<file path="config.mk">
export PLATFORM = sky130hd
export DESIGN_NAME = lsc_stage
export DESIGN_NICKNAME = d
export VERILOG_FILES = /design/src/rtl/lsc_pkg.sv /design/src/rtl/lsc_mode_dec.sv /design/src/rtl/lsc_lookahead.sv /design/src/rtl/lsc_stage.sv
export SDC_FILE = /design/constraint.sdc
export NUM_CORES = 1
export LEC_CHECK = 0
export ABC_CLOCK_PERIOD_IN_PS = 1050
export CAP_MARGIN = 20
export CORE_AREA = 2 2 39 41
export DETAILED_ROUTE_END_ITERATION = 6
export DIE_AREA = 0 0 41 43
export PLACE_DENSITY = 0.4
export SYNTH_ARGS = -nofsm -noshare
export SYNTH_HDL_FRONTEND = slang
export SYNTH_SLANG_ARGS = --single-unit
</file>
<file path="constraint.sdc">
create_clock -name clk -period 1.05 [get_ports clk]
set_input_delay 0.105 -clock clk [delete_from_list [all_inputs] [get_ports clk]]
set_output_delay 0.105 -clock clk [all_outputs]
set_load 0.02 [all_outputs]
</file>
<file path="src/rtl/lsc_pkg.sv">
package lsc_pkg;
  typedef enum logic [1:0] {
    MODE_HOLD = 2'd0,
    MODE_INC  = 2'd1,
    MODE_LOAD = 2'd2
  } lsc_mode_e;
endpackage

</file>
<file path="src/rtl/lsc_mode_dec.sv">
module lsc_mode_dec
  import lsc_pkg::*;
(
  input  logic      load_i,
  input  logic      count_i,
  output lsc_mode_e mode_o
);
  // Load wins; count only applies when no load is requested.
  always_comb begin
    if (load_i)       mode_o = MODE_LOAD;
    else if (count_i) mode_o = MODE_INC;
    else              mode_o = MODE_HOLD;
  end
endmodule

</file>
<file path="src/rtl/lsc_lookahead.sv">
module lsc_lookahead #(
  parameter int WIDTH = 4
) (
  input  logic             clk,
  input  logic             rst,
  input  logic             en_i,
  input  logic [WIDTH-1:0] q_i,
  output logic [WIDTH-1:0] tgl_o,
  output logic             tc_o
);
  // Each bit gets its own wide AND of the enable and all lower bits (no ripple).
  for (genvar i = 0; i < WIDTH; i++) begin : g_term
    if (i == 0) begin : g_lsb
      assign tgl_o[i] = en_i;
    end else begin : g_upper
      assign tgl_o[i] = en_i & (&q_i[i-1:0]);
    end
  end

  assign tc_o = en_i & (&q_i);

  // a higher toggle enable implies every lower one (nested gating).
  for (genvar k = 1; k < WIDTH; k++) begin : g_chk
    assert_toggle_nest_R3 : assert property (@(posedge clk) disable iff (rst)
      tgl_o[k] |-> tgl_o[k-1]);
  end
endmodule

</file>
<file path="src/rtl/lsc_stage.sv">
module lsc_stage
  import lsc_pkg::*;
#(
  parameter int WIDTH = 4
) (
  input  logic             clk,
  input  logic             rst,
  input  logic             load_i,
  input  logic             count_i,
  input  logic [WIDTH-1:0] data_i,
  output logic [WIDTH-1:0] cnt_q,
  output logic             carry_o
);
  localparam logic [WIDTH-1:0] ALL_ONES = {WIDTH{1'b1}};

  lsc_mode_e        mode;
  logic [WIDTH-1:0] tgl;
  logic [WIDTH-1:0] nxt;
  logic             inc_en;

  lsc_mode_dec u_dec (
    .load_i (load_i),
    .count_i(count_i),
    .mode_o (mode)
  );

  assign inc_en = (mode == MODE_INC);

  lsc_lookahead #(.WIDTH(WIDTH)) u_la (
    .clk  (clk),
    .rst  (rst),
    .en_i (inc_en),
    .q_i  (cnt_q),
    .tgl_o(tgl),
    .tc_o (carry_o)
  );

  always_comb begin
    case (mode)
      MODE_LOAD: nxt = data_i;
      MODE_INC:  nxt = cnt_q ^ tgl;
      default:   nxt = cnt_q;
    endcase
  end

  always_ff @(posedge clk) begin
    if (rst) cnt_q <= '0;
    else     cnt_q <= nxt;
  end

  assert_reset_clear_R1 : assert property (@(posedge clk)
    rst |=> cnt_q == '0);
  assert_load_take_R2 : assert property (@(posedge clk) disable iff (rst)
    load_i |=> cnt_q == $past(data_i));
  assert_increment_R3 : assert property (@(posedge clk) disable iff (rst)
    (!load_i && count_i) |=> cnt_q == $past(cnt_q) + 1'b1);
  assert_hold_R4 : assert property (@(posedge clk) disable iff (rst)
    (!load_i && !count_i) |=> $stable(cnt_q));
  assert_carry_gated_R5 : assert property (@(posedge clk) disable iff (rst)
    carry_o |-> (count_i && !load_i && cnt_q == ALL_ONES));
  assert_wrap_R6 : assert property (@(posedge clk) disable iff (rst)
    carry_o |=> cnt_q == '0);
endmodule

</file>
Word-level counts from Yosys, hierarchy flattened
Index checks and enable logic that the tools add are counted.
Widths: inputs -> output; s select.
{"block": "totals", "ff_bits": 4, "in_bits": 8, "output_inout_bits": 5, "word_cells": 15}
{"block": "op_classes", "eq_ne": 2, "muxes": 3, "bitwise_logic": 5, "reduce_logical": 4}
{"operator": "$pmux 4 s2", "n": 1}
{"operator": "$and 1x1->1", "n": 4}
{"operator": "$reduce_and 4->1", "n": 1}
{"operator": "$xor 4x4->4", "n": 1}
{"operator": "$reduce_and 3->1", "n": 1}
{"operator": "$eq 2x1->1 const B", "n": 1}
{"operator": "$eq 2x2->1 const B", "n": 1}
{"operator": "$mux 2", "n": 1}
{"operator": "$reduce_and 2->1", "n": 1}
{"operator": "$reduce_bool 2->1", "n": 1}
{"operator": "$mux 1", "n": 1}

Depth between registers and ports, before layout
{"block": "logic_depth", "word_depth": 6, "ltp_mapped": 3, "ltp_nobuf": 3}

Cells and area by module
Synthesis repeated with hierarchy kept, for this count alone.
{"block": "unflattened", "hier_cells": 40, "hier_area_um2": 337.8}
{"module": "lsc_stage", "instances": 1, "cells_per_inst": 33, "area_each_um2": 279.0, "seq_area_each_um2": 80.1}
{"module": "lsc_lookahead", "instances": 1, "cells_per_inst": 5, "area_each_um2": 37.5, "seq_area_each_um2": 0.0}
{"module": "lsc_mode_dec", "instances": 1, "cells_per_inst": 2, "area_each_um2": 21.3, "seq_area_each_um2": 0.0}

Worst setup path before layout
Ideal clock, no wire load.
{"block": "synth_timing", "path_kind": "reg2reg", "startpoint": "reg cnt_q[0]", "endpoint": "reg cnt_q[3]", "setup_time_ps": 142, "arrival_time_ps": 1179, "t_required_ps": 908, "slack_ps": -271, "stages_incl_launch_ff": 4, "n_path_buf": 0, "path_cell_list": "dfxtp_1 -> nand4_2 -> nor3b_2 -> a2111oi_2"}
{"block": "synth_via", "elab_chain_cells": 4}
{"element": "start, declared", "line": "lsc_stage.sv:11", "source": "output logic [WIDTH-1:0] cnt_q,"}
{"element": "start signal, assigned", "line": "lsc_stage.sv:48", "source": "else cnt_q <= nxt;"}
{"element": "$reduce_and 3->1", "line": "lsc_lookahead.sv:16", "source": "assign tgl_o[i] = en_i & (&q_i[i-1:0]);"}
{"element": "$and 1x1->1", "line": "lsc_lookahead.sv:16"}
{"element": "$xor 4x4->4", "line": "lsc_stage.sv:41", "source": "MODE_INC: nxt = cnt_q ^ tgl;"}
{"element": "$pmux 4 s2", "line": "lsc_stage.sv:39", "source": "case (mode)"}
No other way between the ends.
A chain may end at the register's enable or synchronous reset.

Final worst setup path
{"block": "layout_timing", "startpoint": "reg cnt_q[2]", "endpoint": "out carry_o"}
{"block": "layout_via", "elab_chain_cells": 2}
{"element": "$reduce_and 4->1", "line": "lsc_lookahead.sv:20", "source": "assign tc_o = en_i & (&q_i);"}
{"element": "$and 1x1->1", "line": "lsc_lookahead.sv:20"}
{"element": "end, declared", "line": "lsc_stage.sv:12", "source": "output logic carry_o"}
No other way between the ends.

==> flow_summary.ini <==
[routing]
drc_errors = 0
drtPass1Iterations = 1
avgViaCountPerCell = 4.161
antenna_left = 0
drt_first_iter_violations = 0
vias = 258
wl_per_cell_um = 10.61
wl_um = 658

[timing]
slew_headroom = 0.8481
min_period_ns = 1.188
rsz0062_at_grt = yes
setup_violations = 2
maxSlewViolCount = 0
hold_viol = 0
skew_ns = 0.002628
max_freq_mhz = 841.6
finalCritPeriodShare = 1.132
setup_ws_ns = -0.1383
worst_pin_slew_ns = 0.2271

[synthesis]
synth_top_area_share = 0.3678
synth_cells = 22
syn_area_um2 = 217.7
synthDistinctLibCells = 16
netlist.top_cell.by_area = dfxtp_1
yosys_warnings = 0
syn_nets = 30
synth_area_leaders = dfxtp_1 37%, a2111oi_2 6.9%, nand4_2 5.7%, nor2b_1 5.7%, nor3b_2 5.7%
ys_ff_latch = 4
syn_area_per_cell_um2 = 9.896
yosysSeqAreaShare = 0.3678

[critical_path]
critPathKind = flop to primary output
rrSetupSlack_ns = -0.06
arrival_ns = 1.08
crit_fanout = 2
reg2reg_to = cnt_q[3]
reg2reg_depth = 4
timing.rr.start = cnt_q[2]
worstSetupStartpoint = cnt_q[2]
cp.required_ns = 0.94
crit_path_end_kind = primary output
startpoint_type = flop

[layout]
drive_above_1_share = 0.5217
utilization = 0.3345
instances_no_fill = 62
top_regs = cnt_q: 4 flops
area_growth_pct = 112.6
largest_reg_flops = 4
fin_nets = 55
fin_area_um2 = 462.9
regMostFlops = cnt_q
n_antenna_cell = 0

[min_path]
min_path_type = primary input to flop
hold_depth = 3
min_to = cnt_q[1]
min_from = load_i

[global_route]
grt-ovfl-total = 0
grt_max_degree = 8
antenna_found_initial = 0
gr-usage-all-layers = 0.09428
grt_pass1_vias = 250
grt_pass1_wl_mm = 1.028

[placement]
io_buffers = 12
gp_congestion = 0.6253
dp.cells = 56
dp_slack_ns = -0.6962
place_area_um2 = 422.9

[clock_tree]
cts.sinks = 4
cts_htree_levels = 1
cts_tree = done
worstSkewPairLatency_ns = 0.24
clk_pin_slew_ns = 0.04
cts_inserted_buffers = 3
cts_root_buf = clkbuf_4
cts_hold_buffers = 0
clockBufferDepth = 2

[power_and_ir_drop]
p_total_mw = 0.5360
power.density_nw_per_um2 = 1158
leakagePower_nw = 0.2063
irDropWorstVdd_uv = 372.5

[status]
status = complete, but fails checks
violations = setup timing

[die]
die_x_um = 41
die_y_um = 43
start_util = 0.1573
core-area_um2 = 1384
io_pins = 13
placementRows = 14
die_area_um2 = 1763

[job]
max-cap-violations = 0
-- repair_timing --
action                     4_1_cts  5_1_grt
buffers inserted                 2        1
pin swaps                        2        0
gates resized for setup         24        3
setup endpoints to repair        6        3
-- kinds of logic after synthesis --
family / count (synthesis) / synth area share
simple gates: 8 / 0.2471
compound gates: 5 / 0.1897
flops: 4 / 0.3678
xor+xnor: 2 / 0.08047
buf+inv: 2 / 0.06895
mux: 1 / 0.04598
-- Yosys cell counts (all sizes together) --
| master | n |
|---|---|
| a2111oi | 1 |
| a21oi | 2 |
| a31o | 1 |
| buf | 1 |
| dfxtp | 4 |
| inv | 1 |
| mux2i | 1 |
| nand2 | 1 |
| nand4 | 1 |
| nor2 | 2 |
| nor2b | 2 |
| nor3 | 1 |
| nor3b | 1 |
| o21a | 1 |
| xnor2 | 1 |
| xor2 | 1 |
-- critical path, cell delays in order, from the launching register on --
cell     delay, ns
dfxtp_2       0.35
nand4_4       0.13
nor3b_4       0.22
buf_6         0.15
-- where the power goes --
group	internal (mW)	leakage [nW]	switching, mW
Sequential	0.165	0.0347	0.0115
Clock	0.144	0.0150	0.0805
Combinational	0.0748	0.157	0.0602
-- cell usage in the layout, fill, tap and decap left out, types with 2 or more instances in the layout --
master / instances
buf_2: 4
dfxtp_4: 2
clkdlybuf4s50_1: 5
nor2_1: 2
nor2b_1: 2
buf_6: 2
dlygate4sd2_1: 2
buf_4: 8
clkbuf_4: 3
-- how the worst max path moves through the flow --
stage               endpoint  cells after the start
floorplan           cnt_q[3]                      3
global placement     carry_o                      4
detailed placement   carry_o                      4
CTS                  carry_o                      3
global route         carry_o                      3
finish               carry_o                      3
-- routing by layer --
layer,vias to the layer above,global-route usage,part of all wire
met2,7,0.1375,0.54
met1,125,0.09295,0.39
met3,2,0.03141,0.046
met4,0,0.1000,0.020
li1,124,-,-
met5,-,0,0
-- per-stage QoR --
step	TNS, ns	hold WS (ns)
after global placement	-1.792	0.5162
final	-0.1985	0.4386
after floorplan	-0.01085	0.1677
after detailed placement	-1.897	0.5348
after CTS	-0.1458	0.4386
after global routing	-0.3375	0.4616
-- area by class of cell --
cell class | instances | area [um^2]
Clock buffer | 4 | 26.28
Fill cell | 153 | 920.9
Inverter | 1 | 3.754
Multi-Input combinational cell | 16 | 153.9
Sequential cell | 4 | 88.84
Tap cell | 16 | 20.02
Timing Repair Buffer | 21 | 170.2
(Power assumes the default switching activity.)
